**config.mk**
```make
export PLATFORM = sky130hd
export DESIGN_NAME = kbcseq_top
export DESIGN_NICKNAME = d
export VERILOG_FILES = /design/src/rtl/kbcseq_pkg.sv /design/src/rtl/kbcseq_timer.sv /design/src/rtl/kbcseq_strap.sv /design/src/rtl/kbcseq_portmap.sv /design/src/rtl/kbcseq_top.sv
export SDC_FILE = /design/constraint.sdc
export NUM_CORES = 1
export LEC_CHECK = 0
export BUFFER_PORTS_ARGS = -buffer_cell sky130_fd_sc_hd__buf_2
export CAP_MARGIN = 15
export CORE_MARGIN = 5
export CORE_UTILIZATION = 25
export DETAILED_ROUTE_END_ITERATION = 16
export PLACE_DENSITY = 0.51
export SYNTH_ARGS = -nofsm -noshare
export SYNTH_HDL_FRONTEND = slang
export SYNTH_SLANG_ARGS = --single-unit
```
**constraint.sdc**
```tcl
create_clock -name clk -period 3.8 [get_ports clk]
set_clock_uncertainty 0.2 [all_clocks]
set_input_delay 0.38 -clock clk [delete_from_list [all_inputs] [get_ports clk]]
set_output_delay 0.38 -clock clk [all_outputs]
set_load 0.01 [all_outputs]
```
**src/rtl/kbcseq_pkg.sv**
```systemverilog
package kbcseq_pkg;

   typedef enum logic [1:0] {
      PH_DRIVE = 2'd0,
      PH_WAIT  = 2'd1,
      PH_OPEN  = 2'd2
   } phase_e;

   // Bit roles on the second port; neighbours decode these positions.
   localparam int B_MSAUX   = 7;
   localparam int B_KBINH   = 6;
   localparam int B_AUXOBF  = 5;
   localparam int B_OBF     = 4;
   localparam int B_MSINH   = 3;
   localparam int B_MSCLK   = 2;
   localparam int PORT_W    = 8;

endpackage

```
**src/rtl/kbcseq_timer.sv**
```systemverilog
module kbcseq_timer #(
   parameter int CYCLES = 48000
) (
   input  logic clk,
   input  logic rst_n,
   input  logic run,
   output logic expired
);
   localparam int CW = (CYCLES > 1) ? $clog2(CYCLES) : 1;
   localparam logic [CW-1:0] LAST = CW'(CYCLES - 1);

   logic [CW-1:0] cnt;

   assign expired = run && (cnt == LAST);

   always_ff @(posedge clk or negedge rst_n) begin
      if (!rst_n)                 cnt <= '0;
      else if (run && !expired)   cnt <= cnt + 1'b1;
   end

   a_r2_count_bound: assert property (@(posedge clk) disable iff (!rst_n)
      cnt <= LAST);

endmodule

```
**src/rtl/kbcseq_strap.sv**
```systemverilog
module kbcseq_strap #(
   parameter int STAGES = 2
) (
   input  logic clk,
   input  logic rst_n,
   input  logic pin_a,
   input  logic pin_b,
   input  logic take,
   output logic ps2_mode
);
   logic sa_q, sb_q;

   generate
      if (STAGES == 0) begin : g_direct
         assign sa_q = pin_a;
         assign sb_q = pin_b;
      end else begin : g_sync
         logic [STAGES-1:0] ra, rb;
         always_ff @(posedge clk or negedge rst_n) begin
            if (!rst_n) begin
               ra <= '1;
               rb <= '1;
            end else begin
               ra[0] <= pin_a;
               rb[0] <= pin_b;
               for (int i = 1; i < STAGES; i++) begin
                  ra[i] <= ra[i-1];
                  rb[i] <= rb[i-1];
               end
            end
         end
         assign sa_q = ra[STAGES-1];
         assign sb_q = rb[STAGES-1];
      end
   endgenerate

   always_ff @(posedge clk or negedge rst_n) begin
      if (!rst_n)     ps2_mode <= 1'b0;
      else if (take)  ps2_mode <= ~sa_q & ~sb_q;
   end

   a_r10_mode_only_on_take: assert property (@(posedge clk) disable iff (!rst_n)
      !take |=> $stable(ps2_mode));

endmodule

```
**src/rtl/kbcseq_portmap.sv**
```systemverilog
module kbcseq_portmap
   import kbcseq_pkg::*;
(
   input  phase_e            phase,
   input  logic              ps2,
   output logic [PORT_W-1:0] port_a,
   output logic [PORT_W-1:0] port_b
);
   always_comb begin
      port_a = '1;
      port_b = '1;
      unique case (phase)
         PH_DRIVE: begin
            port_a = '0;
            port_b = '0;
            port_b[B_MSAUX] = 1'b1;
            port_b[B_MSINH] = 1'b1;
         end
         PH_WAIT, PH_OPEN: begin
            port_b[B_OBF]    = 1'b0;
            port_b[B_AUXOBF] = 1'b0;
            if (ps2) begin
               port_b[B_MSCLK] = 1'b0;
               port_b[B_MSAUX] = 1'b0;
            end
            if (phase == PH_OPEN) begin
               port_b[B_OBF]   = 1'b1;
               port_b[B_KBINH] = 1'b0;
               if (ps2) port_b[B_MSINH] = 1'b0;
            end
         end
         default: begin
            port_a = '1;
            port_b = '1;
         end
      endcase
   end
endmodule

```
**src/rtl/kbcseq_top.sv**
```systemverilog
module kbcseq_top
   import kbcseq_pkg::*;
#(
   parameter int          CLK_HZ         = 8_000_000,
   parameter int          DELAY_US       = 6000,
   parameter int          SYNC_STAGES    = 2,
   parameter logic [7:0]  SELFTEST_CMD   = 8'hAA,
   parameter logic [7:0]  SELFTEST_REPLY = 8'h55
) (
   input  logic       clk,
   input  logic       rst_n,
   input  logic       strap_sel_a,
   input  logic       strap_sel_b,
   input  logic       host_wr,
   input  logic [7:0] host_data,
   output logic [7:0] ctl_port_a,
   output logic [7:0] ctl_port_b,
   output logic       obuf_load,
   output logic [7:0] obuf_data,
   output logic       ps2_mode
);
   localparam int TICKS_PER_US = CLK_HZ / 1_000_000;
   localparam int DELAY_CYC    = TICKS_PER_US * DELAY_US;

   initial begin
      a_cfg_clk: assert (CLK_HZ % 1_000_000 == 0 && CLK_HZ > 0)
         else $error("CLK_HZ must be a whole number of MHz");
      a_cfg_delay: assert (DELAY_CYC >= SYNC_STAGES + 2)
         else $error("delay too short for strap synchroniser");
      a_cfg_sync: assert (SYNC_STAGES >= 0 && SYNC_STAGES <= 4)
         else $error("SYNC_STAGES out of range");
   end

   phase_e phase;
   logic   expired;

   kbcseq_timer #(.CYCLES(DELAY_CYC)) u_timer (
      .clk     (clk),
      .rst_n   (rst_n),
      .run     (phase == PH_DRIVE),
      .expired (expired)
   );

   kbcseq_strap #(.STAGES(SYNC_STAGES)) u_strap (
      .clk      (clk),
      .rst_n    (rst_n),
      .pin_a    (strap_sel_a),
      .pin_b    (strap_sel_b),
      .take     (expired),
      .ps2_mode (ps2_mode)
   );

   kbcseq_portmap u_map (
      .phase  (phase),
      .ps2    (ps2_mode),
      .port_a (ctl_port_a),
      .port_b (ctl_port_b)
   );

   always_ff @(posedge clk or negedge rst_n) begin
      if (!rst_n) begin
         phase     <= PH_DRIVE;
         obuf_load <= 1'b0;
         obuf_data <= '0;
      end else begin
         obuf_load <= 1'b0;
         unique case (phase)
            PH_DRIVE: if (expired) phase <= PH_WAIT;
            PH_WAIT: if (host_wr && host_data == SELFTEST_CMD) begin
               phase     <= PH_OPEN;
               obuf_load <= 1'b1;
               obuf_data <= SELFTEST_REPLY;
            end
            default: phase <= PH_OPEN;
         endcase
      end
   end

   a_r6_load_single: assert property (@(posedge clk) disable iff (!rst_n)
      obuf_load |=> !obuf_load);

   a_r6_obf_mirror: assert property (@(posedge clk) disable iff (!rst_n)
      obuf_load |-> (ctl_port_b[B_OBF] && obuf_data == SELFTEST_REPLY));

   a_r8_open_sticky: assert property (@(posedge clk) disable iff (!rst_n)
      (phase == PH_OPEN) |=> (phase == PH_OPEN && !obuf_load));

   a_r1_drive_no_mode: assert property (@(posedge clk) disable iff (!rst_n)
      (phase == PH_DRIVE) |-> (!ps2_mode && !obuf_load));

   a_r10_mode_frozen: assert property (@(posedge clk) disable iff (!rst_n)
      (phase != PH_DRIVE) |=> $stable(ps2_mode));

endmodule

```
## Yosys cells after proc, flatten, opt, wreduce, memory -nomap -nowiden

Index checks and enable logic that the tools add are counted.

- $add $sub $neg: 1
- Multiply operators: 0
- Divide/modulo/power cells: 0
- $lt $le $gt $ge: 0
- Eq/ne operators: 6
- Shift-type cells: 0
- Multiplexer cells: 11
- Bitwise gates (word level): 3
- Reductions and logical operators: 8

Operators by type and width:

| kind | count |
|---|---|
| $add A16 B1 Y16 const B | 1 |
| $eq A16 B16 Y1 const B | 1 |
| $pmux W6 S2 | 1 |
| $eq A8 B8 Y1 const B | 1 |
| $mux W2 | 4 |
| $mux W8 | 1 |
| $mux W1 | 4 |
| $ne A2 B2 Y1 const B | 2 |
| $pmux W2 S2 | 1 |
| $reduce_and A2 Y1 | 2 |
| $logic_and A1 B1 Y1 | 3 |
| $eq A2 B1 Y1 const B | 1 |
| $eq A2 B2 Y1 const B | 1 |
| $logic_not A2 Y1 | 1 |
| $not A1 Y1 | 2 |
| $reduce_or A2 Y1 | 1 |
| $and A1 B1 Y1 | 1 |
| $logic_not A1 Y1 | 1 |

- Flip-flop bits (word level): 25
- Latch bits: 0
- Memory bits (writable): 0
- Bits in read-only memories: 0
- Bits of input ports: 13
- Output and inout bits: 26
- Memories: 0

## Longest topological paths before layout

- Depth in word-level cells: 4
- Depth in mapped cells: 7
- Depth with buffers taken out: 6

## Cells and area by module

Synthesis repeated with hierarchy kept, for this count alone.

- Cell total of the unflattened synthesis: 128
- Area, all modules: 1415.1 sq um

Modules (own cells, without submodules):

| module | times used | cells each | area an instance (sq um) |
|---|---|---|---|
| kbcseq_timer | 1 | 70 | 827.0 |
| kbcseq_top | 1 | 25 | 255.2 |
| kbcseq_portmap | 1 | 26 | 183.9 |
| kbcseq_strap | 1 | 7 | 148.9 |

## Least setup slack after synthesis

No wires, ideal clock.

- Path kind: reg-to-reg
- From: register u_timer.cnt[7]
- To: register u_timer.cnt[1]
- Data arrival time: 1835 ps
- Data required time: 3475 ps
- Path slack: 1640 ps
- Stages on the path, launching flop included: 6
- Buffers on the path: 1
- Clock period less this slack: 2160 ps
- Path through: dfrtp_1 buf_6 or4b_4 nor4_4 or2b_2 mux2_4

- Word-level cells in the longest chain between the ends: 4

RTL lines:

| element | RTL line | source |
|---|---|---|
| start, declared | kbcseq_timer.sv:12 | `logic [CW-1:0] cnt;` |
| start signal, assigned | kbcseq_timer.sv:18 | `else if (run && !expired) cnt <= cnt + 1'b1;` |
| $eq A16 B16 Y1 | kbcseq_timer.sv:14 | `assign expired = run && (cnt == LAST);` |
| $logic_and A1 B1 Y1 | kbcseq_timer.sv:14 |  |
| $logic_not A1 Y1 | kbcseq_timer.sv:18 |  |
| $logic_and A1 B1 Y1 | kbcseq_timer.sv:18 |  |

Every way passes these cells.
A chain may end at the register's enable or synchronous reset.

## Final worst setup path

- From: register phase[0]
- To: register u_timer.cnt[15]

- Word-level cells in the longest chain between the ends: 4

RTL lines:

| element | RTL line | source |
|---|---|---|
| start, declared | kbcseq_top.sv:34 | `phase_e phase;` |
| start signal, assigned | kbcseq_top.sv:62 | `phase <= PH_DRIVE;` |
| start signal, assigned | kbcseq_top.sv:68 | `PH_DRIVE: if (expired) phase <= PH_WAIT;` |
| start signal, assigned | kbcseq_top.sv:70 | `phase <= PH_OPEN;` |
| $logic_not A2 Y1 (*) | kbcseq_top.sv:40 | `.run (phase == PH_DRIVE),` |
| named net u_timer.run | kbcseq_timer.sv:6 | `input logic run,` |
| $logic_and A1 B1 Y1 | kbcseq_timer.sv:14 |  |
| $logic_not A1 Y1 | kbcseq_timer.sv:18 |  |
| $logic_and A1 B1 Y1 (*) | kbcseq_timer.sv:18 |  |

Mark *: on every way through the listed nets, which the timed path passes. The rest lies on a longest branch.

==> impl_metrics.csv <==
group,metric,value,unit
detailed_routing,drcViolationCount,0,
yosys,synth_area_leaders,"dfrtp_1, buf_4, dfstp_2",
place,dpl.hpwl,1990,um
detailed_routing,drt-total-wl,2570,um
detailed_routing,postRouteAntennaNets,0,
sta,grt_setup_unrepaired,"false",
detailed_routing,drt_iter0_drc,52,
cts,clkLatencyLatePin,260,ps
sta,slew_violations,0,
floorplanning,fp-row-count,26,
yosys,avgSynthCellArea,10.1,um2
setup_path,max_stage_delay,490,ps
cts,cts_resized,0,
power,seqPwrFrac,60.1,%
yosys,syn_area,0.00136,mm2
status,status,"finished clean",
yosys,synthCells,134,
sta,tightest_slew,571,ps
setup_path,endpoint_kind,"flip-flop",
finish,drive_above_1_share,31.9,%
power,p_leak,0.787,nW
cts,cts_buffers,3,
setup_path,worstPathRequired,3790,ps
setup_path,cp_slowest_cell,"or3_1",
finish,syn_to_final_growth,15.3,%
power,ir_worst_vdd,0.000149,V
power,power_switching_share,22.7,%
global_route,grt_pass1_vias,909,
yosys,yosysSeqAreaShare,46.4,%
sta,timing.fmax,0.423,GHz
global_route,track_usage,7.58,%
setup_path,path_max_fanout,9,
power,p_int,373,uW
cts,cts.repair_timing.setup_buffer_count,0,
setup_path,crit_family,"simple AND/OR/NAND/NOR gates",
global_route,grt_pass1_wl,4370,um
global_route,grt_max_degree,26,
detailed_routing,dr.pass1.iters,4,
cts,clk_path_buf_depth,2,
detailed_routing,wl_per_cell,11.2,um
setup_path,path_class,"reg2reg",
sta,finalHoldViolations,0,
setup_path,crit_arrival,2360,ps
detailed_routing,via_count,961,
floorplanning,die_y,83.7,um
yosys,synth_top_area_share,38.7,%
global_route,antenna_found_initial,0,
cts,clkTransAtPathRegs,90,ps
setup_path,crit_buf_inv,1,
sta,post-route-period-util,62.2,%
place,portBuffers,34,
hold_path,min_path_type,"reg2reg",
sta,slew_headroom,62.0,%
power,comb_power_share,7.5,%
floorplanning,core,0.00520,mm2
sta,min_period,2360,ps
floorplanning,initial_core_util,26.1,%
yosys,ys_ff_latch,25,
finish,nets,179,
cts,cts-root-buf,"clkbuf_8",
place,placed_area,0.00149,mm2
finish,num_antenna_cells,0,
finish,final_cell_area,0.00157,mm2
cts,cts_sinks,25,
cts,cts_tree,"done",
floorplanning,die_area,0.00701,mm2
setup_path,cp-start-kind,"flip-flop",
power,switchingPower,109,uW
place,gp_congestion,0.757,
floorplanning,ios,39,
yosys,yosysWarningCount,0,
power,power_density,308,mW/mm2
job,max_cap_viol_count,0,
power,p_clk_share,32.4,%
yosys,synth_cell_types,34,
detailed_routing,avgViaCountPerCell,4.18,
floorplanning,dieWidth,83.7,um
cts,cts_htree_levels,1,
sta,tns,0,ps
yosys,synth_area_leader_cell,"dfrtp_1",
global_route,grt_overflow,0,
setup_path,worstPathCellList,"inv_1, ha_1, nand4_1, or3_1, nor4_1, xor2_1",
sta,setup_viol,0,
[layout make-up]
class	count	area, um2
flip-flops and latches	25	631
well taps	70	87.6
repair buffers	37	200
fillers	549	3640
multi-input cells	88	581
clock buffers	4	45.0
inverters	6	22.5
[state kept, by name (all words and copies together), names as in the netlist]
signal,flops
obuf_load,1
u_strap.g_sync.ra,2
u_strap.ps2_mode,1
phase,2
obuf_data,1
u_timer.cnt,16
u_strap.g_sync.rb,2
[power by group through the flow]
stage | combinational (mW) | clock [mW] | sequential, mW
3_3_place_gp | 0.0337 | 0 | 0.296
4_1_cts | 0.0350 | 0.162 | 0.290
2_1_floorplan | 0.0224 | 0 | 0.292
6_report | 0.0361 | 0.156 | 0.290
3_5_place_dp | 0.0337 | 0 | 0.295
5_1_grt | 0.0418 | 0.176 | 0.292
[path summary, 6_finish.rpt]
path	to	cells after the start	startpoint	slack (ps)
min in group asynchronous	u_timer.cnt[8]	2	rst_n	430
worst max register to register	u_timer.cnt[15]	6	phase[0]	1440
worst max-delay path	u_timer.cnt[15]	6	phase[0]	1440
max in group asynchronous	u_strap.g_sync.ra[1]	2	rst_n	2590
worst min-delay path	u_strap.g_sync.ra[1]	0	u_strap.g_sync.ra[0]	160
worst min register to register	u_strap.g_sync.ra[1]	0	u_strap.g_sync.ra[0]	160
[through the flow]
| stage | setup slack, ps | util, % | std cells | power, mW | hold WS (ps) |
|---|---|---|---|---|---|
| 6_report | 1440 | 30.1 | 230 | 0.482 | 159 |
| 5_1_grt | 1270 | 30.1 | 230 | 0.510 | 164 |
| 4_1_cts | 1430 | 29.7 | 228 | 0.487 | 4.41 |
| 3_5_place_dp | 1430 | 28.7 | 223 | 0.328 | 148 |
| 3_3_place_gp | 1540 | 28.7 | 223 | 0.329 | 146 |
| 2_1_floorplan | 1640 | - | 137 | 0.314 | -116 |
[kinds of logic (layout without fill, tap and decap cells)]
kind of cell               Yosys count  after routing  share of synthesized area [%]
AOI/OAI and AO/OA                   11             11                           4.88
muxes                                2              2                           2.21
adders and majority gates            5              5                           4.60
other                                1              4                          0.276
and+or+nand+nor                     55             55                           22.8
xor gates and xnor gates            11             11                           7.09
DFF                                 25             25                           46.4
buffers and inverters               24             47                           11.7
[cell usage in the layout (no fill, tap or decap), types with 3 or more instances in the layout]
| master | synthesis | routed |
|---|---|---|
| buf_2 | 1 | 34 |
| dfrtp_1 | 21 | 21 |
| nor2_1 | 15 | 15 |
| nand2_1 | 9 | 9 |
| xor2_1 | 8 | 8 |
| inv_1 | 6 | 6 |
| nand4_1 | 6 | 6 |
| nor3_1 | 6 | 6 |
| a21oi_1 | 5 | 5 |
| ha_1 | 5 | 5 |
| nand3_1 | 4 | 4 |
| conb_1 | 1 | 4 |
| dfstp_2 | 4 | 4 |
| xnor2_1 | 3 | 3 |
| clkbuf_8 | 0 | 3 |
| dlygate4sd3_1 | 0 | 3 |
[synthesized netlist by cell type (all sizes together)]
cell type	number
nor4bb	1
inv	6
and2	2
nand2	10
dfrtp	21
and3b	1
o211ai	1
a21o	2
or4b	1
ha	5
nand4	6
mux2	2
and4	2
or3	1
o21ai	2
dfstp	4
nor3b	1
nor4	2
nand3	4
or2	2
conb	1
xnor2	3
xor2	8
o21a	1
buf	18
nor3	6
or2b	1
a21oi	5
nor2	15
[timing repair]
item,CTS,global route
endpoints found under the hold margin,21,2
setup endpoints to repair,0,0
hold buffers,1,2
[metal layers]
metal	share of wire, %	GRT usage [%]	wire (um)
met4	1.1	2.63	29
met5	0	0	0
met2	42	11.8	1080
met3	8.6	2.47	222
met1	48	9.83	1240
No activity file was read; power rests on OpenSTA's default activity.
